==> config.mk <==
export PLATFORM = sky130hd
export DESIGN_NAME = prbs_rx
export DESIGN_NICKNAME = d
export VERILOG_FILES = /design/src/rtl/prbs_rx_pkg.sv /design/src/rtl/prbs_rx_step.sv /design/src/rtl/prbs_rx_sync.sv /design/src/rtl/prbs_rx_cnt.sv /design/src/rtl/prbs_rx.sv
export SDC_FILE = /design/constraint.sdc
export NUM_CORES = 1
export LEC_CHECK = 0
export BUFFER_PORTS_ARGS = -buffer_cell sky130_fd_sc_hd__buf_2
export CELL_PAD_IN_SITES_DETAIL_PLACEMENT = 1
export CELL_PAD_IN_SITES_GLOBAL_PLACEMENT = 2
export CORE_MARGIN = 2
export CORE_UTILIZATION = 38
export CTS_CLUSTER_SIZE = 16
export DETAILED_ROUTE_END_ITERATION = 7
export PLACE_DENSITY_LB_ADDON = 0.1
export SYNTH_ARGS = -nofsm -noshare
export SYNTH_HDL_FRONTEND = slang
export SYNTH_SLANG_ARGS = --single-unit
==> constraint.sdc <==
create_clock -name clk_i -period 15.65 [get_ports clk_i]
set_input_delay 0.7825 -clock clk_i [delete_from_list [all_inputs] [get_ports clk_i]]
set_output_delay 0.7825 -clock clk_i [all_outputs]
set_load 0.005 [all_outputs]
==> src/rtl/prbs_rx_pkg.sv <==
package prbs_rx_pkg;
  typedef enum logic [1:0] {
    WM_SER  = 2'd0,
    WM_NIB  = 2'd1,
    WM_BYTE = 2'd2,
    WM_RSV  = 2'd3
  } wmode_e;

  localparam int WIN_BITS = 64;
  localparam int WIN_ERRS = 6;
endpackage

==> src/rtl/prbs_rx_step.sv <==
// One word through the local register, earliest bit first.
module prbs_rx_step #(
  parameter int MAX_LEN = 32,
  parameter int WORD_W  = 8,
  parameter int RUN_W   = 7,
  parameter int NB_W    = 4
) (
  input  logic [MAX_LEN-1:0] state_i,
  input  logic [MAX_LEN-1:0] taps_i,
  input  logic [WORD_W-1:0]  data_i,
  input  logic [NB_W-1:0]    nb_i,
  input  logic               locked_i,
  input  logic [RUN_W-1:0]   run_i,
  output logic [MAX_LEN-1:0] state_o,
  output logic [RUN_W-1:0]   run_o,
  output logic [NB_W-1:0]    miss_o
);
  localparam int IDX_W = (WORD_W > 1) ? $clog2(WORD_W) : 1;

  logic [MAX_LEN-1:0] st;
  logic [RUN_W-1:0]   run;
  logic [NB_W-1:0]    miss;
  logic [IDX_W-1:0]   idx;
  logic               p, d;

  always_comb begin
    st   = state_i;
    run  = run_i;
    miss = '0;
    idx  = '0;
    p    = 1'b0;
    d    = 1'b0;
    for (int j = 0; j < WORD_W; j++) begin
      if (j < int'(nb_i)) begin
        idx = IDX_W'(int'(nb_i) - 1 - j);
        d   = data_i[idx];
        p   = ^(st & taps_i);
        if (p != d) begin
          miss = miss + NB_W'(1);
          run  = '0;
        end else if (run != '1) begin
          run = run + RUN_W'(1);
        end
        // locked: run free on prediction; hunting: take the line
        st = {st[MAX_LEN-2:0], locked_i ? p : d};
      end
    end
    state_o = st;
    run_o   = run;
    miss_o  = miss;
  end
endmodule

==> src/rtl/prbs_rx_sync.sv <==
module prbs_rx_sync
  import prbs_rx_pkg::*;
#(
  parameter int WORD_W = 8,
  parameter int RUN_W  = 7,
  parameter int NB_W   = 4
) (
  input  logic             clk_i,
  input  logic             rst_ni,
  input  logic             valid_i,
  input  logic [NB_W-1:0]  nb_i,
  input  logic [NB_W-1:0]  miss_i,
  input  logic [RUN_W-1:0] run_next_i,
  input  logic [RUN_W-1:0] need_i,
  output logic             locked_o,
  output logic [RUN_W-1:0] run_o
);
  localparam int WIN_W = $clog2(WIN_BITS + WORD_W + 1);

  logic             locked_q;
  logic [RUN_W-1:0] run_q;
  logic [WIN_W-1:0] win_b_q, win_e_q, b_sum, e_sum;

  assign b_sum = win_b_q + WIN_W'(nb_i);
  assign e_sum = win_e_q + WIN_W'(miss_i);

  always_ff @(posedge clk_i or negedge rst_ni) begin
    if (!rst_ni) begin
      locked_q <= 1'b0;
      run_q    <= '0;
      win_b_q  <= '0;
      win_e_q  <= '0;
    end else if (valid_i) begin
      if (locked_q) begin
        if (e_sum >= WIN_W'(WIN_ERRS)) begin
          locked_q <= 1'b0;
          run_q    <= '0;
          win_b_q  <= '0;
          win_e_q  <= '0;
        end else if (b_sum >= WIN_W'(WIN_BITS)) begin
          win_b_q <= '0;
          win_e_q <= '0;
        end else begin
          win_b_q <= b_sum;
          win_e_q <= e_sum;
        end
      end else begin
        run_q <= run_next_i;
        if (run_next_i >= need_i) begin
          locked_q <= 1'b1;
          win_b_q  <= '0;
          win_e_q  <= '0;
        end
      end
    end
  end

  assign locked_o = locked_q;
  assign run_o    = run_q;
endmodule

==> src/rtl/prbs_rx_cnt.sv <==
// Saturating live total with latch-and-restart into a holding register.
module prbs_rx_cnt #(
  parameter int CNT_W = 48,
  parameter int INC_W = 4
) (
  input  logic             clk_i,
  input  logic             rst_ni,
  input  logic             en_i,
  input  logic [INC_W-1:0] inc_i,
  input  logic             latch_i,
  output logic [CNT_W-1:0] live_o,
  output logic [CNT_W-1:0] hold_o
);
  localparam int SUM_W = CNT_W + 1;

  logic [CNT_W-1:0] live_q, hold_q, base, nxt;
  logic [SUM_W-1:0] sum;

  always_comb begin
    base = latch_i ? '0 : live_q;
    sum  = {1'b0, base} + SUM_W'(en_i ? inc_i : '0);
    nxt  = sum[CNT_W] ? '1 : sum[CNT_W-1:0];
  end

  always_ff @(posedge clk_i or negedge rst_ni) begin
    if (!rst_ni) begin
      live_q <= '0;
      hold_q <= '0;
    end else begin
      live_q <= nxt;
      if (latch_i) hold_q <= live_q;
    end
  end

  assign live_o = live_q;
  assign hold_o = hold_q;
endmodule

==> src/rtl/prbs_rx.sv <==
module prbs_rx
  import prbs_rx_pkg::*;
#(
  parameter int MAX_LEN = 32,
  parameter int CNT_W   = 48,
  parameter int WORD_W  = 8,
  localparam int LEN_W  = $clog2(MAX_LEN)
) (
  input  logic               clk_i,
  input  logic               rst_ni,
  input  logic               valid_i,
  input  logic [1:0]         mode_i,
  input  logic [WORD_W-1:0]  data_i,
  input  logic [LEN_W-1:0]   len_i,
  input  logic [MAX_LEN-1:0] taps_i,
  input  logic               latch_i,
  output logic               sync_o,
  output logic [CNT_W-1:0]   bit_hold_o,
  output logic [CNT_W-1:0]   err_hold_o
);
  localparam int RUN_W = $clog2(2 * MAX_LEN + 1);
  localparam int NB_W  = $clog2(WORD_W + 1);

  wmode_e             mode;
  logic [NB_W-1:0]    nb, miss;
  logic [MAX_LEN-1:0] len_mask, tap_eff, lfsr_q, lfsr_d;
  logic [RUN_W-1:0]   run_q, run_d, need;
  logic               locked;
  logic [CNT_W-1:0]   bit_live, err_live;

  assign mode = wmode_e'(mode_i);

  always_comb begin
    unique case (mode)
      WM_NIB:  nb = NB_W'(WORD_W / 2);
      WM_BYTE: nb = NB_W'(WORD_W);
      default: nb = NB_W'(1);
    endcase
  end

  assign len_mask = {MAX_LEN{1'b1}} >> (LEN_W'(MAX_LEN - 1) - len_i);
  assign tap_eff  = taps_i & len_mask;
  assign need     = RUN_W'(2 * (int'(len_i) + 1));

  prbs_rx_step #(
    .MAX_LEN(MAX_LEN), .WORD_W(WORD_W), .RUN_W(RUN_W), .NB_W(NB_W)
  ) u_step (
    .state_i (lfsr_q),
    .taps_i  (tap_eff),
    .data_i  (data_i),
    .nb_i    (nb),
    .locked_i(locked),
    .run_i   (run_q),
    .state_o (lfsr_d),
    .run_o   (run_d),
    .miss_o  (miss)
  );

  prbs_rx_sync #(
    .WORD_W(WORD_W), .RUN_W(RUN_W), .NB_W(NB_W)
  ) u_sync (
    .clk_i     (clk_i),
    .rst_ni    (rst_ni),
    .valid_i   (valid_i),
    .nb_i      (nb),
    .miss_i    (miss),
    .run_next_i(run_d),
    .need_i    (need),
    .locked_o  (locked),
    .run_o     (run_q)
  );

  always_ff @(posedge clk_i or negedge rst_ni) begin
    if (!rst_ni)      lfsr_q <= '0;
    else if (valid_i) lfsr_q <= lfsr_d;
  end

  prbs_rx_cnt #(.CNT_W(CNT_W), .INC_W(NB_W)) u_bits (
    .clk_i  (clk_i),
    .rst_ni (rst_ni),
    .en_i   (valid_i & locked),
    .inc_i  (nb),
    .latch_i(latch_i),
    .live_o (bit_live),
    .hold_o (bit_hold_o)
  );

  prbs_rx_cnt #(.CNT_W(CNT_W), .INC_W(NB_W)) u_errs (
    .clk_i  (clk_i),
    .rst_ni (rst_ni),
    .en_i   (valid_i & locked),
    .inc_i  (miss),
    .latch_i(latch_i),
    .live_o (err_live),
    .hold_o (err_hold_o)
  );

  assign sync_o = locked;
endmodule

==> reports/summary.txt <==
CTS buffer count -> 28
Crit-path slowest cell -> xnor3_2
status -> finished, final reports clean
gp weighted congestion -> 1.01
VDD IR-drop max -> 0.000241 V
CTS tree -> done
wire per inst -> 23.5 microns
share of the synthesized area in the top cell type -> 29.0%
largest family of logic cells by synthesized area -> simple AND/OR/NAND/NOR gates
Setup crit end kind -> flip-flop
Max-cap violations -> 0
Yosys cell types -> 113
post-synthesis cell count -> 2524
global-route usage over all layers -> 27.0%
top cells by area, synth -> dfrtp_1 (29%), xnor2_1 (8.6%), mux2_2 (5.8%)
final hold slack -> 0.328 ns
Critical Setup Path Class -> in2reg
Crit. Startpoint -> len_i[1]
crit share post-route -> 93.1%
die area -> 0.0579 sq mm
final setup TNS -> 0 ns
Seq/Total Area, Yosys -> 29.0%
synthesis-to-finish area growth -> 11.6%
Post-Syn Area per Cell -> 8.42 sq um
drt first pass iters -> 5
PD cells -> 239 mW/mm^2
RSZ-0062 raised after global routing -> no
Ports -> 148
CTS sink cnt -> 246
Synth Area in Simple Gates -> 21.3%
fin util -> 43.0%
largest net degree at the start of global routing -> 140
layout cells sized above 1 -> 16.3%
Inst Count DP -> 3300
flops & latches, synth -> 246
PortBufs -> 147
DR iter-0 viols -> 1387
Crit Path Max Fanout -> 12
CTS Buffer Depth -> 3
XOR/XNOR Fraction of Synth Area -> 15.4%
relative slew slack -> 29.8%
ys flop type -> dfrtp_1
Routed Antenna Nets -> 0
Async SR Flop Fraction -> 100%
first-pass GRT wire length -> 122 mm
clk root buf -> clkbuf_16
Clock Skew -> 0.0165 ns
area leader, netlist -> dfrtp_1
FMAX -> 68.6 MHz
Net Count, Synth -> 2624
Final Hold Viols -> 0
number of core rows -> 86
DR vias -> 19600
initial antenna violation count -> 3
CP Launch Type -> input port
# fillers -> 6516
final WL -> 78.9 mm
Hold Crit Class -> in2async
number of global-route vias before repair -> 20000
largest stage delay on the critical path -> 0.48 ns
CTS H-tree depth -> 1
buffers and inverters on the worst path -> 7
aggregate global routing overflow -> 0
Die W -> 241 microns
Clock transition at path regs -> 0.06 ns
mux contribution to synthesized area -> 8.86%
Die Span Y -> 241 microns
Tightest Pin Transition -> 1.05 ns
Core Box Area -> 0.0552 sq mm
Overall Power -> 5670 uW
post-route insts no fill -> 3357
Synth Area in Adders -> 2.95%
Starting Density -> 38.5%
CP most frequent cell -> ha_1
CP arrival -> 15.01 ns
EDFF count, synth -> 0
commonest non-fill, non-tap cell in the layout -> nand2_1
Clock Latency Late Sink -> 0.57 ns
fin crit period -> 14.57 ns
fin nets -> 2687
Top delay family on crit path -> simple AND/OR/NAND/NOR gates
post-DR vias/cell -> 5.82
dpl hpwl -> 59.9 mm
Leak Pwr -> 0.0107 uW
synthesized area -> 0.0213 sq mm
FF-to-FF Start -> lfsr_q[20]
Synth Warn # -> 0
Final setup viols -> 0
Compound-Gate Fraction of Synth Area -> 17.9%
DRC -> 0
most frequent cells in the layout -> nand2_1 (320), dfrtp_1 (246), xnor2_1 (208)
Final Max Tran Viols -> 0
CP Data Required Time -> 16.09 ns
==> per-layer routing <==
metal | GRT usage [%] | part of all wire, % | routed length, microns
met1 | 36.9 | 45 | 35600
met3 | 2.80 | 4.7 | 3740
met5 | 0 | 0.014 | 11
met2 | 44.6 | 46 | 36500
met4 | 9.26 | 3.9 | 3040
==> state kept, by name, indices dropped and copies added, names as in the netlist <==
register	cells
u_sync.win_e_q	7
u_errs.hold_o	48
u_sync.run_o	7
u_bits.hold_o	48
u_errs.live_o	48
u_sync.win_b_q	7
lfsr_q	32
u_bits.live_o	48
u_sync.locked_o	1
==> layout make-up <==
cell class	count	area [sq um]	area share [%]
Multi-Input combinational cell	2043	14200	60.0
Sequential cell	246	6160	26.0
Timing Repair Buffer	197	1150	4.86
Tap cell	748	936	3.95
Clock buffer	43	838	3.53
Inverter	71	267	1.12
Clock inverter	8	146	0.617
Antenna cell	1	2.50	0.0105
==> synthesized netlist by cell type, drive strengths merged (7+ instances only) <==
library cell	n
a211o	8
a211oi	24
a21boi	11
a21o	29
a21oi	126
a221oi	8
a22oi	7
a31o	9
a31oi	27
and2	51
and3	32
and4	17
buf	53
clkbuf	111
dfrtp	246
ha	47
inv	69
mux2	115
mux2i	49
nand2	321
nand2b	38
nand3	119
nand4	35
nor2	157
nor2b	52
nor3	33
nor3b	8
nor4	8
o2111ai	10
o211a	10
o211ai	23
o21a	9
o21ai	174
o221ai	17
o22ai	14
o31ai	12
or2	16
or3	9
xnor2	209
xnor3	24
xor2	92
==> path summary, 6_finish.rpt <==
| path | depth (start not counted) | to | slack [ns] |
|---|---|---|---|
| setup / recovery | 66 | u_sync.win_b_q[2] | 1.08 |
| hold / removal | 1 | u_bits.hold_o[23] | 0.33 |
| setup reg to reg | 62 | u_sync.win_b_q[2] | 1.39 |
| hold reg to reg | 1 | u_errs.hold_o[2] | 0.50 |
| max in group asynchronous | 2 | u_sync.run_o[3] | 13.89 |
| min in group clk_i | 1 | u_errs.hold_o[2] | 0.50 |
==> worst reg2reg max path, delay by kind of cell, from the launching register on <==
family          cells  cell delay [ns]
compound gates     17             3.75
xor+xnor            6             1.88
fa+ha+maj           8             1.94
buf+inv             5             0.53
flops               1             0.65
mux                 4             1.08
simple gates       22             4.32
==> what timing repair did <==
action	CTS	global route
resized for setup	0	14
hold buffers	0	0
endpoints found under the setup margin	0	15
setup buffers	0	5
endpoints found under the hold margin	0	0
==> power by group <==
| part | switching, uW | total (uW) | leakage [uW] | internal [uW] |
|---|---|---|---|---|
| clock network | 273 | 706 | 0.000479 | 433 |
| registers | 99.5 | 780 | 0.00337 | 680 |
| logic | 2510 | 4180 | 0.00690 | 1670 |
==> through the flow <==
step                worst slack [ns]  cell area, sq um
floorplan                       1.41             21300
CTS                            0.391             23600
global route                  0.0327             23700
detailed placement            -0.134             22600
finish                          1.08             23700
global placement               0.553             22600
==> cell families (layout without fill, tap and decap cells) <==
family                   count (synthesis)  in the layout
AO/OA/AOI/OAI                          573            573
adder cells (fa/ha/maj)                 49             49
buffers and inverters                  235            319
other                                    0              1
XOR/XNOR                               329            329
flip-flops                             246            246
AND/OR/NAND/NOR                        924            924
multiplexers                           168            168
Power figures use the tool's default switching activity.
